<file path="src/rtl/bus_seq_pkg.sv">
package bus_seq_pkg;
  localparam int KIND_W = 3;

  typedef enum logic [2:0] {
    PH_IDLE = 3'd0,
    PH_T1   = 3'd1,
    PH_T2   = 3'd2,
    PH_T3   = 3'd3,
    PH_TW   = 3'd4,
    PH_T4   = 3'd5
  } phase_e;

  localparam logic [KIND_W-1:0] KIND_PORT_RD = 3'b001;
  localparam logic [KIND_W-1:0] KIND_PORT_WR = 3'b010;
  localparam logic [KIND_W-1:0] KIND_NONE    = 3'b111;

  function automatic logic is_port_kind(input logic [KIND_W-1:0] k);
    return (k == KIND_PORT_RD) || (k == KIND_PORT_WR);
  endfunction

  function automatic logic is_real_kind(input logic [KIND_W-1:0] k);
    return k != KIND_NONE;
  endfunction
endpackage

</file>
<file path="src/rtl/bus_seq_phase_fsm.sv">
module bus_seq_phase_fsm
  import bus_seq_pkg::*;
(
  input  logic              clk,
  input  logic              rst_n,
  input  logic              req_valid,
  input  logic [KIND_W-1:0] req_kind,
  input  logic              ready,
  output phase_e            phase,
  output logic              accept
);
  phase_e phase_nx;
  logic   open_slot;

  assign open_slot = (phase == PH_IDLE) || (phase == PH_T4);
  assign accept    = open_slot && req_valid && is_real_kind(req_kind);

  always_comb begin
    phase_nx = phase;
    unique case (phase)
      PH_IDLE: phase_nx = accept ? PH_T1 : PH_IDLE;
      PH_T1:   phase_nx = PH_T2;
      PH_T2:   phase_nx = PH_T3;
      PH_T3:   phase_nx = ready ? PH_T4 : PH_TW;
      PH_TW:   phase_nx = ready ? PH_T4 : PH_TW;
      PH_T4:   phase_nx = accept ? PH_T1 : PH_IDLE;
      default: phase_nx = PH_IDLE;
    endcase
  end

  always_ff @(posedge clk or negedge rst_n) begin
    if (!rst_n) phase <= PH_IDLE;
    else        phase <= phase_nx;
  end
endmodule

</file>
<file path="src/rtl/bus_seq_req_reg.sv">
module bus_seq_req_reg
  import bus_seq_pkg::*;
#(
  parameter int ADDR_W = 20,
  parameter int SEG_W  = 2
) (
  input  logic              clk,
  input  logic              rst_n,
  input  logic              accept,
  input  logic [KIND_W-1:0] in_kind,
  input  logic [ADDR_W-1:0] in_addr,
  input  logic [SEG_W-1:0]  in_seg,
  input  logic              in_ie,
  output logic [KIND_W-1:0] kind_q,
  output logic [ADDR_W-1:0] addr_q,
  output logic [SEG_W-1:0]  seg_q,
  output logic              ie_q
);
  always_ff @(posedge clk or negedge rst_n) begin
    if (!rst_n) begin
      kind_q <= KIND_NONE;
      addr_q <= '0;
      seg_q  <= '0;
      ie_q   <= 1'b0;
    end else if (accept) begin
      kind_q <= in_kind;
      addr_q <= in_addr;
      seg_q  <= in_seg;
      ie_q   <= in_ie;
    end
  end
endmodule

</file>
<file path="src/rtl/bus_seq_ad_mux.sv">
module bus_seq_ad_mux
  import bus_seq_pkg::*;
#(
  parameter int ADDR_W = 20,
  parameter int PORT_W = 16,
  parameter int SEG_W  = 2
) (
  input  phase_e            phase,
  input  logic [KIND_W-1:0] kind_q,
  input  logic [ADDR_W-1:0] addr_q,
  input  logic [SEG_W-1:0]  seg_q,
  input  logic              ie_q,
  output logic [ADDR_W-1:0] ad,
  output logic              ale,
  output logic [KIND_W-1:0] stat,
  output logic              done
);
  localparam int UPPER_W = ADDR_W - PORT_W;

  function automatic logic [ADDR_W-1:0] addr_lines(input logic [KIND_W-1:0] k,
                                                   input logic [ADDR_W-1:0] a);
    if (is_port_kind(k)) return {{UPPER_W{1'b0}}, a[PORT_W-1:0]};
    return a;
  endfunction

  function automatic logic [ADDR_W-1:0] status_lines(input logic [ADDR_W-1:0] a,
                                                     input logic [SEG_W-1:0] s,
                                                     input logic ie);
    logic [UPPER_W-1:0] nib;
    nib = UPPER_W'({1'b0, ie, s});
    return {nib, a[PORT_W-1:0]};
  endfunction

  always_comb begin
    ad   = '0;
    stat = KIND_NONE;
    unique case (phase)
      PH_T1: begin
        ad   = addr_lines(kind_q, addr_q);
        stat = kind_q;
      end
      PH_T2: begin
        ad   = status_lines(addr_q, seg_q, ie_q);
        stat = kind_q;
      end
      PH_T3, PH_TW, PH_T4: ad = status_lines(addr_q, seg_q, ie_q);
      default: ad = '0;
    endcase
  end

  assign ale  = (phase == PH_T1);
  assign done = (phase == PH_T4);
endmodule

</file>
<file path="src/rtl/bus_cycle_seq.sv">
module bus_cycle_seq
  import bus_seq_pkg::*;
#(
  parameter int ADDR_W = 20,
  parameter int PORT_W = 16,
  parameter int SEG_W  = 2
) (
  input  logic              clk,
  input  logic              rst_n,
  input  logic              req_valid,
  input  logic [2:0]        req_kind,
  input  logic [ADDR_W-1:0] req_addr,
  input  logic [SEG_W-1:0]  req_seg,
  input  logic              req_ie,
  input  logic              ready,
  output logic [ADDR_W-1:0] ad,
  output logic              ale,
  output logic [2:0]        stat,
  output logic              done
);
  phase_e            phase;
  logic              accept;
  logic [KIND_W-1:0] kind_q;
  logic [ADDR_W-1:0] addr_q;
  logic [SEG_W-1:0]  seg_q;
  logic              ie_q;

  logic in_idle, in_t2, in_t3, in_tw, in_t4;
  assign in_idle = (phase == PH_IDLE);
  assign in_t2   = (phase == PH_T2);
  assign in_t3   = (phase == PH_T3);
  assign in_tw   = (phase == PH_TW);
  assign in_t4   = (phase == PH_T4);

  bus_seq_phase_fsm u_fsm (
    .clk(clk), .rst_n(rst_n), .req_valid(req_valid), .req_kind(req_kind),
    .ready(ready), .phase(phase), .accept(accept)
  );

  bus_seq_req_reg #(.ADDR_W(ADDR_W), .SEG_W(SEG_W)) u_req (
    .clk(clk), .rst_n(rst_n), .accept(accept), .in_kind(req_kind),
    .in_addr(req_addr), .in_seg(req_seg), .in_ie(req_ie),
    .kind_q(kind_q), .addr_q(addr_q), .seg_q(seg_q), .ie_q(ie_q)
  );

  bus_seq_ad_mux #(.ADDR_W(ADDR_W), .PORT_W(PORT_W), .SEG_W(SEG_W)) u_mux (
    .phase(phase), .kind_q(kind_q), .addr_q(addr_q), .seg_q(seg_q), .ie_q(ie_q),
    .ad(ad), .ale(ale), .stat(stat), .done(done)
  );
endmodule

</file>
<file path="config.mk">
export PLATFORM = sky130hd
export DESIGN_NAME = bus_cycle_seq
export DESIGN_NICKNAME = d
export VERILOG_FILES = /design/src/rtl/bus_seq_pkg.sv /design/src/rtl/bus_seq_phase_fsm.sv /design/src/rtl/bus_seq_req_reg.sv /design/src/rtl/bus_seq_ad_mux.sv /design/src/rtl/bus_cycle_seq.sv
export SDC_FILE = /design/constraint.sdc
export NUM_CORES = 1
export LEC_CHECK = 0
export ABC_AREA = 1
export BUFFER_PORTS_ARGS = -buffer_cell sky130_fd_sc_hd__buf_2
export CAP_MARGIN = 20
export CORE_MARGIN = 8
export CORE_UTILIZATION = 49
export DETAILED_ROUTE_END_ITERATION = 10
export PLACE_DENSITY = 0.86
export SYNTH_ARGS = -nofsm -noshare
export SYNTH_HDL_FRONTEND = slang
export SYNTH_HIERARCHICAL = 1
export SYNTH_SLANG_ARGS = --single-unit
</file>
<file path="constraint.sdc">
create_clock -name clk -period 1.5 [get_ports clk]
set_input_delay 0 -clock clk [delete_from_list [all_inputs] [get_ports clk]]
set_output_delay 0 -clock clk [all_outputs]
set_load 0.05 [all_outputs]
</file>
# --- Yosys cells after proc, flatten, opt, wreduce, memory -nomap -nowiden ---
# Index checks and enable logic that the tools add are counted.
# W data, S select, Z words.
totals:
  register_bits: 29
  input_bits: 30
  output_inout_bits: 25
  elab_cells: 31
classes:
  n_eq_ne: 8
  n_mux: 9
  reduce_logical: 9
ops:
  columns: ["cell", "count"]
  rows:
  - ["$mux W20", 2]
  - ["$pmux W20 S2", 1]
  - ["$pmux W3 S4", 1]
  - ["$eq A3 B2 Y1 const B", 3]
  - ["$eq A3 B1 Y1 const B", 2]
  - ["$eq A3 B3 Y1 const B", 2]
  - ["$reduce_or A2 Y1", 3]
  - ["$mux W1", 4]
  - ["$reduce_or A4 Y1", 1]
  - ["$logic_not A3 Y1", 1]
  - ["$mux W3", 1]
  - ["$ne A3 B3 Y1 const B", 1]
  - ["$logic_and A1 B1 Y1", 2]
  - ["$logic_or A1 B1 Y1", 2]

# --- Depth between registers and ports, before layout ---
# Gate-level depths: netlist (run 1).
logic_depth:
  depth_word: 6
  depth_mapped: 10

# --- Modules after synthesis ---
# The synthesis (run 1) kept the hierarchy.
modules_own_cells:
  columns: ["mod", "n_inst", "cells_each", "area_each_um2", "seq_area_each_um2"]
  rows:
  - ["bus_seq_req_reg", 1, 110, 1027.2, 654.4]
  - ["bus_seq_ad_mux", 1, 59, 347.8, 0.0]
  - ["bus_seq_phase_fsm", 1, 24, 170.2, 75.1]

# --- Worst setup path before layout (run 1) ---
# OpenSTA, ideal clock, no wires.
synth_timing:
  kind: "register to output"
  startpoint: "register u_fsm.phase[2]"
  endpoint: "output port ad[14]"
  t_arrival_ps: 1583
  setup_slack_ps: -83
  stages_incl_launch_ff: 5
  path_cell_list: "dfrtp_1 nor2_2 nand2_2 buf_6 a21boi_1"
synth_between:
  elab_chain_cells: 3
  elab_cells_between_ends: 7
  cone_classes: "eq/ne: 5; mux: 1; reduce/logical: 1"
synth_rtl:
  columns: ["item", "line", "text"]
  rows:
  - ["start, declared", "bus_seq_phase_fsm.sv:9", "output phase_e phase,"]
  - ["start signal, assigned", "bus_seq_phase_fsm.sv:33", "else phase <= phase_nx;"]
  - ["$eq A3 B3 Y1 / $eq A3 B2 Y1 (equally long branches)", "bus_seq_ad_mux.sv:37", "unique case (phase)"]
  - ["$reduce_or A4 Y1 (no source line)", null, null]
  - ["$pmux W20 S2 *", "bus_seq_ad_mux.sv:37", null]
  - ["end, declared", "bus_cycle_seq.sv:16", "output logic [ADDR_W-1:0] ad,"]
# Every way passes the cells marked *; elsewhere a longest branch is shown, timed or not.

# --- Worst setup path after layout (run 1) ---
layout_timing:
  startpoint: "register u_fsm.phase[1]"
  endpoint: "output port ad[0]"
# Same word-level chain as after synthesis.

==> PnR_summary.wiki, run 1 <==
{| class="wikitable"
! Metric !! Value
|-
| Number of distinct library cell variants in the gate-level netlist after synthesis || 16
|-
| Antenna violations before repair || 0
|-
| Number of global-route vias before repair || 1,664
|-
| Post-detailed-routing wire length || 5080 um
|-
| Combined buffer and inverter count along the critical path || 2
|-
| TritonCTS Buffers || 5
|-
| Worst min-delay path endpoint || u_fsm/phase[0]
|-
| Leakage power || around 0.0013 uW
|-
| Largest net degree at the start of global routing || 30
|-
| Reg power frac || 0.234
|-
| Number of flip-flops and latches in the synthesized netlist || 29
|-
| Initial core utilization || 0.510
|-
| Via count of the routed design || between 1.5k and 2k
|-
| Clock tree from TritonCTS || built
|-
| First-pass GRT wire length || between 7000 and 8000 um
|-
| Worst setup skew after layout || ~0.012 ns
|-
| Critical path cell sequence || nor2_4 > nand2_4 > buf_12 > a21boi_2 > buf_6
|-
| Leading register cell type out of synthesis || dfrtp_1
|-
| Routed Antenna Nets || 0
|-
| Number of placement rows || 20
|-
| Share of the yosys chip area belonging to registers || 0.472
|-
| Most common cell in the synthesized netlist || nand2_1
|-
| Overall die area || around 0.0052 mm^2
|-
| Number of enable-type register cells in the synthesized netlist || 0
|-
| Overall track demand over capacity in global routing || 0.194
|-
| Iteration-0 DRC count of the detailed router || about 210
|-
| Count of clock tree sinks || 29
|-
| Cells after synthesis || between 150 and 200
|-
| Final layout net count || between 300 and 400
|-
| Residual DRC || 0
|-
| Area of the core || slightly above 0.003 mm^2
|-
| Maximum root-to-sink buffer count || 2
|-
| Violations in the final reports || setup timing
|-
| Highest-delay cell along the critical path || dfrtp_2
|-
| Beginning of the critical path || u_fsm/phase[1]
|-
| Cell internal power dissipation || a little under 3000 uW
|-
| Number of failing hold endpoints at the final stage || 0
|-
| Worst R2R Setup Slack || -0.02 ns
|-
| Post-Syn Area || roughly 0.0015 mm^2
|-
| Insertion delay to the later sink of the worst-skew pair || 0.33 ns
|-
| Leading cell types by total area after synthesis || dfrtp_1, nand2_1, a21boi_2
|-
| Cell count of the worst hold path || 4
|-
| Count of yosys warnings during synthesis || 6
|-
| Overall power || ~6300 uW
|-
| Slew at the pin with the worst max-slew slack || around 0.63 ns
|-
| Fmax || ~620 MHz
|-
| Fraction of the cycle the final worst path needs || 1.07
|-
| Overflow left after global routing || 0
|-
| Root cell of the clock tree || clkbuf_4
|-
| First-pass detailed-route iteration total || 4
|-
| Post-synthesis area per instance || around 8.0 um^2
|-
| Die height || roughly 72 um
|-
| Post-detailed-route via-to-cell ratio || slightly below 5
|-
| Total of buffers placed on input and output ports || 54
|-
| Power share of the combinational group || 0.695
|-
| Synth cell count leaders || nand2_1, dfrtp_1, inv_1
|-
| Number of top-level pins || between 50 and 60
|-
| Startpoint of the lowest-slack hold path || req_valid
|-
| Worst R2R End || u_req/addr_q[12]
|-
| Share of the synthesized area in the top cell type || 0.421
|-
| Async set or reset register ratio after synthesis || 1.00
|-
| Synthesized net count || ~220
|-
| Critical Path Source Type || register
|-
| Detail-routed net length per standard cell || between 15 and 20 um
|-
| Die X-Extent || around 72 um
|-
| DP HPWL || 2790 um
|-
| Largest delay share family, worst path || flip-flops
|-
| Net switching power || 3370 uW
|-
| Ratio of cells with drive above 1 in the final layout || 0.367
|-
| Peak supply drop || 1440 uV
|-
| Data arrival, critical path || around 1.6 ns
|-
| Kind of end point of the critical path || output port
|-
| Setup CP Type || reg2out
|-
| Cell Pwr Density || between 2000 and 3000 mW/mm^2
|-
| Worst slew margin relative to its limit || 0.579
|-
| Worst setup margin || -0.104 ns
|-
| Number of logic stages on the critical path including buffering || 5
|-
| Utilization after layout || 0.801
|-
| Setup violations, final || 18
|-
| Required @ worst endpoint || around 1.5 ns
|-
| Fraction of power consumed by the clock network || 0.071
|-
| Unrepaired setup endpoints after global routing || yes
|-
| Layout overhead on the synthesized area || 56.9%
|-
| Maximum fanout count along the critical path || 11
|-
| Status || complete, but fails checks
|-
| Clock slew at the register clock pins of the worst setup and hold paths || roughly 0.090 ns
|-
| R2R cell count || 9
|-
| Switching Fraction || 0.535
|-
| Filler Cells Inserted || 181
|-
| Maximum single-stage delay on the critical path || approximately 0.49 ns
|-
| Largest area contributor in the netlist || dfrtp_1
|-
| Worst flop-to-flop path startpoint || u_fsm/phase[1]
|-
| Total inserted antenna cells || 0
|-
| Min Clock Period, post-route || roughly 1.6 ns
|-
| Max-cap viol count || 0
|-
| Number of slew-limit violations in the final report || 0
|-
| Clock H-tree levels || 2
|-
| Min-Delay Path Class || in2reg
|-
| Weighted congestion reported at the end of routability-driven placement || about 0.8
|}
[repair_timing]
item                                   CTS  global route
pin swaps                                5             4
setup endpoints to repair               24            50
gates resized for setup                 53            15
setup buffers                            2             1
endpoints found under the hold margin   53             0
hold buffers                            28             0
cloned                                   0             1
[layout make-up]
type / count / area [um^2] / share of cell area
clock buffer: 8 / 48.8 / 0.0201
tap: 44 / 55.1 / 0.0227
multi-input combinational: 141 / 726 / 0.299
timing repair buffer: 90 / 800 / 0.330
sequential: 29 / 732 / 0.302
inverter: 15 / 63.8 / 0.0263
[routing by layer]
metal	part of all wire	global-route usage	up-vias
met5	0	0	-
met4	0.037	0.0930	0
met3	0.057	0.0537	17
met2	0.51	0.331	64
met1	0.40	0.216	771
li1	-	-	769
[layout by cell type, fill, tap and decap left out]
master	instances
inv_8	1
dfrtp_1	24
nor2_4	1
a21boi_2	17
nand2_1	99
dfrtp_2	2
clkbuf_1	3
o21ai_0	2
dlygate4sd3_1	28
nand2_4	1
o21ai_2	1
inv_2	2
nand2_8	1
buf_12	2
nand2_2	5
dfstp_2	3
o21a_1	1
clkbuf_16	1
buf_4	6
nor2_2	2
clkbuf_4	5
nor2_1	8
nand3_1	2
buf_6	23
buf_2	30
inv_1	12
nand3_2	1
[worst max-delay path by stage]
stage / end / slack [ns]
final: ad[0] / -0.10
after detailed placement: u_req/addr_q[12] / 0.04
after global routing: ad[0] / -0.15
after CTS: ad[9] / -0.04
after floorplan: ad[14] / -0.08
after global placement: ad[9] / 0.09
[flip-flops by register name (all words and copies together) (netlist names)]
register      count
u_req/addr_q     20
u_req/seg_q       2
u_req/kind_q      3
u_fsm/phase       3
u_req/ie_q        1
[cell families (layout without fill, tap and decap cells)]
kind of cell | Yosys count | in the layout | synth area share
flops | 29 | 29 | 0.472
simple gates | 120 | 120 | 0.307
buf+inv | 23 | 113 | 0.0972
compound gates | 21 | 21 | 0.124
[metrics by stage]
| stage | setup TNS [ns] | setup WS (ns) | hold slack (ns) | instances | instance area [um^2] |
|---|---|---|---|---|---|
| 2_1_floorplan | -0.498 | -0.0830 | -0.296 | 193 | 1550 |
| 3_3_place_gp | 0 | 0.0913 | 0.0522 | 287 | 1840 |
| 3_5_place_dp | 0 | 0.0362 | 0.0498 | 287 | 1840 |
| 4_1_cts | -0.230 | -0.0441 | 0.0299 | 325 | 2360 |
| 5_1_grt | -2.81 | -0.152 | 0.0799 | 327 | 2420 |
| 6_report | -0.798 | -0.104 | 0.0872 | 327 | 2420 |
[worst register-to-register path, cell delays in order (launching register included)]
cell	delay [ns]
dfrtp_2	0.49
inv_1	0.11
nand2_1	0.09
a21boi_2	0.14
nand2_1	0.08
inv_2	0.08
buf_12	0.15
inv_8	0.09
nand2_1	0.10
nand2_1	0.06
[power groups by stage]
stage / Sequential (uW) / Clock, uW / Combinational (uW)
3_5_place_dp: 1460 / 0 / 3410
6_report: 1470 / 450 / 4370
5_1_grt: 1510 / 492 / 4620
4_1_cts: 1440 / 461 / 4090
2_1_floorplan: 1390 / 0 / 2780
3_3_place_gp: 1430 / 0 / 3350
No activity file was read; power rests on OpenSTA's default activity.
==> run 2, diff against run 1 <==
CELL_PAD_IN_SITES_DETAIL_PLACEMENT = 1   (was default)
CELL_PAD_IN_SITES_GLOBAL_PLACEMENT = 2   (was default)
CORE_UTILIZATION = 27   (was 49)
PLACE_DENSITY = 0.85   (was 0.86)
==> run 2 against run 1 <==
The flow still finishes with violations (setup timing); sequential share of layout area fell by 0.91 points; clock power rose by 44%; first-iteration DRC count fell by 87%; register-to-register slack improved by 0.15 ns; hold slack got worse by 0.069 ns; via count fell by 5.8%; clock skew fell by 0.0080 ns; wire length fell by 4.4%; sequential power barely moved; power rose by 2.5%; critical path depth did not move; critical path type unchanged; largest cell class unchanged; largest power group unchanged.
==> PnR_summary.wiki, run 2 (synthesis results as in run 1) <==
{| class="wikitable"
! Metric !! Value
|-
| Min Clock Period, post-route || about 1.5 ns
|-
| Worst flop-to-flop path startpoint || u_fsm/phase[1]
|-
| Clock slew at the register clock pins of the worst setup and hold paths || about 0.060 ns
|-
| Instance count after placement with tap cells included || between 300 and 400
|-
| Cell Pwr Density || 2580 mW/mm^2
|-
| Utilization after layout || 0.455
|-
| Peak supply drop || 1050 uV
|-
| Number of flip-flops under the largest register name || 20
|-
| Number of global-route vias before repair || between 1.5k and 2k
|-
| Post-detailed-route via-to-cell ratio || 4.30
|-
| Area of the core || around 0.0055 mm^2
|-
| Residual DRC || 0
|-
| Area taken by multi-input logic gates || around 760 um^2
|-
| Fraction of the cycle the final worst path needs || 1.00
|-
| Overall track demand over capacity in global routing || 0.122
|-
| Startpoint of the lowest-slack hold path || ready
|-
| Post-detailed-routing wire length || about 4900 um
|-
| Maximum root-to-sink buffer count || 2
|-
| Commonest non-fill, non-tap cells in the layout || nand2_1, buf_2, dlygate4sd3_1, dfrtp_1, buf_6
|-
| Root cell of the clock tree || clkbuf_8
|-
| Count of clock tree sinks || 29
|-
| Clock tree from TritonCTS || built
|-
| Violations in the final reports || setup timing
|-
| Antenna violations before repair || 0
|-
| Leakage power || about 0.0013 uW
|-
| Clock H-tree levels || 2
|-
| Initial core utilization || 0.281
|-
| DP HPWL || between 3000 and 4000 um
|-
| Cell count of the worst hold path || 3
|-
| Unrepaired setup endpoints after global routing || yes
|-
| Register with the most flip-flops || u_req/addr_q
|-
| Detail-routed net length per standard cell || around 14 um
|-
| Worst setup skew after layout || approximately 0.0042 ns
|-
| Commonest non-fill, non-tap cell in the layout || nand2_1
|-
| Fmax || roughly 670 MHz
|-
| Routed Antenna Nets || 0
|-
| Die X-Extent || between 90 and 100 um
|-
| Weighted congestion reported at the end of routability-driven placement || 0.691
|-
| TritonCTS Buffers || 5
|-
| Worst slew margin relative to its limit || 0.555
|-
| Via count of the routed design || 1,527
|-
| First-pass detailed-route iteration total || 4
|-
| Largest net degree at the start of global routing || 30
|-
| Final instance area || approximately 0.0025 mm^2
|-
| Kind of end point of the critical path || output port
|-
| Area taken by flip-flops and latches || 733 um^2
|-
| Ratio of cells with drive above 1 in the final layout || 0.382
|-
| Maximum fanout count along the critical path || 12
|-
| Overflow left after global routing || 0
|-
| Overall die area || 0.00840 mm^2
|-
| Total inserted antenna cells || 0
|-
| Number of slew-limit violations in the final report || 0
|-
| Worst R2R End || u_req/addr_q[10]
|-
| Number of placement rows || 27
|-
| Biggest regs || u_req/addr_q: 20 flops, u_fsm/phase: 3 flops, u_req/kind_q: 3 flops
|-
| Max-cap viol count || 0
|-
| Setup CP Type || reg2out
|-
| Worst R2R Setup Slack || around 0.13 ns
|-
| Worst min-delay path endpoint || u_fsm/phase[0]
|-
| Setup violations, final || 1
|-
| Filler Cells Inserted || 664
|-
| Total of buffers placed on input and output ports || 54
|-
| R2R cell count || 8
|-
| Worst setup margin || -0.00222 ns
|-
| Min-Delay Path Class || in2reg
|-
| Layout overhead on the synthesized area || 62.1%
|-
| Slew at the pin with the worst max-slew slack || roughly 0.67 ns
|-
| Required @ worst endpoint || approximately 1.5 ns
|-
| Iteration-0 DRC count of the detailed router || 27
|-
| Status || complete, but fails checks
|-
| Number of standard cells in the final layout excluding fillers || about 360
|-
| Critical Path Source Type || register
|-
| Data arrival, critical path || ~1.5 ns
|-
| Insertion delay to the later sink of the worst-skew pair || approximately 0.28 ns
|-
| Number of top-level pins || 55
|-
| First-pass GRT wire length || a little over 8000 um
|-
| Die height || roughly 92 um
|-
| Area post-placement || roughly 0.0019 mm^2
|-
| Overall power || about 6500 uW
|-
| Number of failing hold endpoints at the final stage || 0
|-
| Final layout net count || ~310
|}
## run 2: cell types whose count changed in the layout (fill, tap and decap cells not counted), moves of 2 or more
cell	before	now
a21boi_2	17	14
a21boi_4	0	3
buf_4	6	12
buf_6	23	18
clkbuf_1	3	1
clkbuf_4	5	0
clkbuf_8	0	6
nand2_1	99	97
nand2_4	1	4
nor2_2	2	0
## run 2: worst max path at each step
stage	slack [ns]	from	endpoint	depth (start not counted)
6_report	-0.002	u_fsm/phase[2]	ad[9]	5
3_5_place_dp	0.04	u_fsm/phase[1]	u_req/addr_q[10]	8
2_1_floorplan	-0.08	u_fsm/phase[2]	ad[14]	4
3_3_place_gp	0.06	u_fsm/phase[1]	u_req/addr_q[10]	8
4_1_cts	-0.02	u_fsm/phase[1]	ad[14]	5
5_1_grt	-0.08	u_fsm/phase[2]	ad[8]	5
## run 2: per-stage QoR
step	setup TNS (ns)	setup slack (ns)	hold WS, ns
final	-0.00222	-0.00222	0.0177
after global routing	-0.973	-0.0773	0.0487
after CTS	-0.0317	-0.0190	0.0113
after detailed placement	0	0.0382	0.0832
after global placement	0	0.0553	0.0788
after floorplan	-0.498	-0.0830	-0.296
## run 2: layout make-up
type	count	area share
flip-flops and latches	29	0.293
multi-input cells	142	0.305
inverters	15	0.0255
clock buffers	7	0.0345
repair buffers	90	0.307
well taps	72	0.0360
## run 2: power by group
group / switching, uW / internal, uW / total, uW / leakage (uW)
Clock: 284 / 363 / 647 / 0.0000443
Combinational: 2810 / 1540 / 4360 / 0.000909
Sequential: 253 / 1200 / 1450 / 0.000351
Total: 3350 / 3100 / 6450 / 0.00130
## run 2: repair_timing
item                                    4_1_cts  5_1_grt
gates resized for setup                      38       34
pin swaps                                     3        3
buffers inserted                              4        0
gates cloned                                  1        0
endpoints found under the hold margin        52        0
hold buffers                                 27        0
endpoints found under the setup margin       24       50
## run 2: per-layer routing
layer  global-route usage  share of wire
met1                0.129           0.41
met3               0.0383          0.058
met2                0.219           0.52
met4               0.0491          0.010
met5                    0              0
## run 2: critical path: stages (launching register included)
cell and delay [ns]:
dfrtp_2 0.46, nor2_4 0.15, nand2_4 0.10, buf_12 0.17, a21boi_2 0.17, buf_6 0.18
==> run 3, diff against run 2 <==
PLACE_DENSITY = 0.89   (was 0.85)
==> run 3 against run 2 <==
The run now ends clean; clock skew fell by 0.0023 ns; die area did not move; sequential power barely moved; first-iteration DRC count rose by 19%; power fell by 2.6%; clock power fell by 2%; clock-buffer cell count did not move; sequential share of layout area rose by 0.35 points; utilization fell by 0.61 points; via count fell by 1.3%; critical path type unchanged; critical endpoint unchanged.
==> PnR_summary.wiki, run 3 (synthesis results as in run 1) <==
{| class="wikitable"
! Metric !! Value
|-
| Status || finished clean
|-
| Number of placement rows || 27
|-
| Residual DRC || 0
|-
| Required @ worst endpoint || approximately 1.5 ns
|-
| Fmax || approximately 670 MHz
|-
| Post-detailed-route via-to-cell ratio || 4.23
|-
| Maximum root-to-sink buffer count || 2
|-
| Detail-routed net length per standard cell || approximately 13 um
|-
| Layout overhead on the synthesized area || 59.9%
|-
| Kind of end point of the critical path || output port
|-
| Commonest non-fill, non-tap cells in the layout || nand2_1, buf_2, dlygate4sd3_1, dfrtp_1, buf_6
|-
| Root cell of the clock tree || clkbuf_8
|-
| Filler Cells Inserted || 666
|-
| Worst slew margin relative to its limit || 0.556
|-
| GR Layer Usage met2 || 0.217
|-
| First-pass GRT wire length || just over 8000 um
|-
| Global routing usage on met3 || 0.0293
|-
| First-pass detailed-route iteration total || 4
|-
| Register with the most flip-flops || u_req/addr_q
|-
| Die X-Extent || 91.7 um
|-
| Fraction of the cycle the final worst path needs || 0.993
|-
| Setup CP Type || reg2out
|-
| Number of top-level pins || 55
|-
| Overflow left after global routing || 0
|-
| Max-cap viol count || 0
|-
| Peak supply drop || about 1000 uV
|-
| Worst setup skew after layout || between 0.0015 and 0.002 ns
|-
| Initial core utilization || 0.281
|-
| Area taken by multi-input logic gates || approximately 740 um^2
|-
| Total of buffers placed on input and output ports || between 50 and 60
|-
| TritonCTS Buffers || 5
|-
| Area taken by flip-flops and latches || between 700 and 800 um^2
|-
| Iteration-0 DRC count of the detailed router || 32
|-
| Post-detailed-routing wire length || about 4800 um
|-
| Antenna violations before repair || 1
|-
| Via count of the routed design || 1,507
|-
| Area post-placement || 0.00188 mm^2
|-
| Largest net degree at the start of global routing || 30
|-
| Leakage power || 0.00129 uW
|-
| Clock slew at the register clock pins of the worst setup and hold paths || 0.06 ns
|-
| Clock H-tree levels || 2
|-
| Overall power || around 6300 uW
|-
| Routed Antenna Nets || 0
|-
| Count of clock tree sinks || 29
|-
| Die height || about 90 um
|-
| Ratio of cells with drive above 1 in the final layout || 0.367
|-
| Min-Delay Path Class || in2reg
|-
| Number of flip-flops under the largest register name || 20
|-
| Overall die area || approximately 0.0084 mm^2
|-
| Min Clock Period, post-route || about 1.5 ns
|-
| Number of global-route vias before repair || roughly 1.7k
|-
| GRT Max-Usage Layer || met2
|-
| Maximum fanout count along the critical path || 12
|-
| Clock tree from TritonCTS || built
|-
| Number of slew-limit violations in the final report || 0
|-
| Biggest regs || u_req/addr_q: 20 flops, u_fsm/phase: 3 flops, u_req/kind_q: 3 flops
|-
| Met1 track utilization from global routing || 0.131
|-
| Data arrival, critical path || about 1.5 ns
|-
| Insertion delay to the later sink of the worst-skew pair || ~0.27 ns
|-
| Unrepaired setup endpoints after global routing || yes
|-
| Weighted congestion reported at the end of routability-driven placement || ~0.77
|-
| Setup violations, final || 0
|-
| DP HPWL || around 3300 um
|-
| Overall track demand over capacity in global routing || 0.121
|-
| Number of failing hold endpoints at the final stage || 0
|-
| Cell Pwr Density || approximately 2500 mW/mm^2
|-
| Final instance area || between 0.002 and 0.0025 mm^2
|-
| Commonest non-fill, non-tap cell in the layout || nand2_1
|-
| Critical Path Source Type || register
|-
| Slew at the pin with the worst max-slew slack || 0.665 ns
|-
| Area of the core || ~0.0055 mm^2
|-
| Final layout net count || roughly 310
|}
==> run 3: worst paths after layout <==
kind,cells after the start,startpoint,slack [ns],end
max in group asynchronous,2,rst_n,0.74,u_fsm/phase[1]
worst max register to register,8,u_fsm/phase[0],0.06,u_req/addr_q[4]
worst max-delay path,5,u_fsm/phase[1],0.01,ad[9]
worst min-delay path,4,req_valid,0.18,u_fsm/phase[0]
worst min register to register,2,u_req/addr_q[12],0.47,u_req/addr_q[12]
min in group asynchronous,2,rst_n,0.30,u_req/seg_q[0]
==> run 3: area by class of cell <==
cell class / instances / area share
antenna: 1 / 0.00101
clock buffer: 7 / 0.0349
inverter: 15 / 0.0258
multi-input combinational: 141 / 0.301
sequential: 29 / 0.296
tap: 72 / 0.0365
timing repair buffer: 91 / 0.304
==> run 3: worst max-delay path: stages, from the launching register on <==
cell and delay, ns:
dfrtp_2 0.47, nor2_4 0.13, nand2_4 0.10, buf_12 0.18, a21boi_4 0.16, buf_6 0.17
==> run 3: routing by layer <==
| metal | wire length (um) | up-vias | share of wire |
|---|---|---|---|
| li1 | - | 764 | - |
| met1 | 2000 | 702 | 0.42 |
| met2 | 2490 | 35 | 0.52 |
| met3 | 196 | 6 | 0.041 |
| met4 | 95 | 0 | 0.020 |
| met5 | 0 | - | 0 |
==> run 3: per-stage QoR <==
step | util | hold WS, ns | setup TNS, ns | worst slack [ns] | cells
detailed placement | 0.341 | 0.0839 | -0.608 | -0.0701 | 317
global placement | 0.341 | 0.0782 | 0 | 0.00543 | 317
CTS | 0.439 | 0.174 | -0.0706 | -0.0164 | 355
finish | 0.449 | 0.182 | 0 | 0.00997 | 356
floorplan | - | -0.296 | -0.498 | -0.0830 | 193
global route | 0.449 | 0.196 | -0.636 | -0.0488 | 356
==> run 3: repair_timing <==
action / CTS / global route
hold buffers: 28 / 0
pin swaps: 5 / 1
buffers inserted: 3 / 0
endpoints found under the hold margin: 53 / 0
setup endpoints to repair: 43 / 32
gates resized for setup: 46 / 14
==> run 3: where the power goes <==
part	total (uW)	leakage [uW]	switching [uW]	internal, uW
logic	4190	0.000890	2730	1450
clock network	637	0.0000443	274	363
registers	1460	0.000352	264	1190
total	6280	0.00129	3270	3010
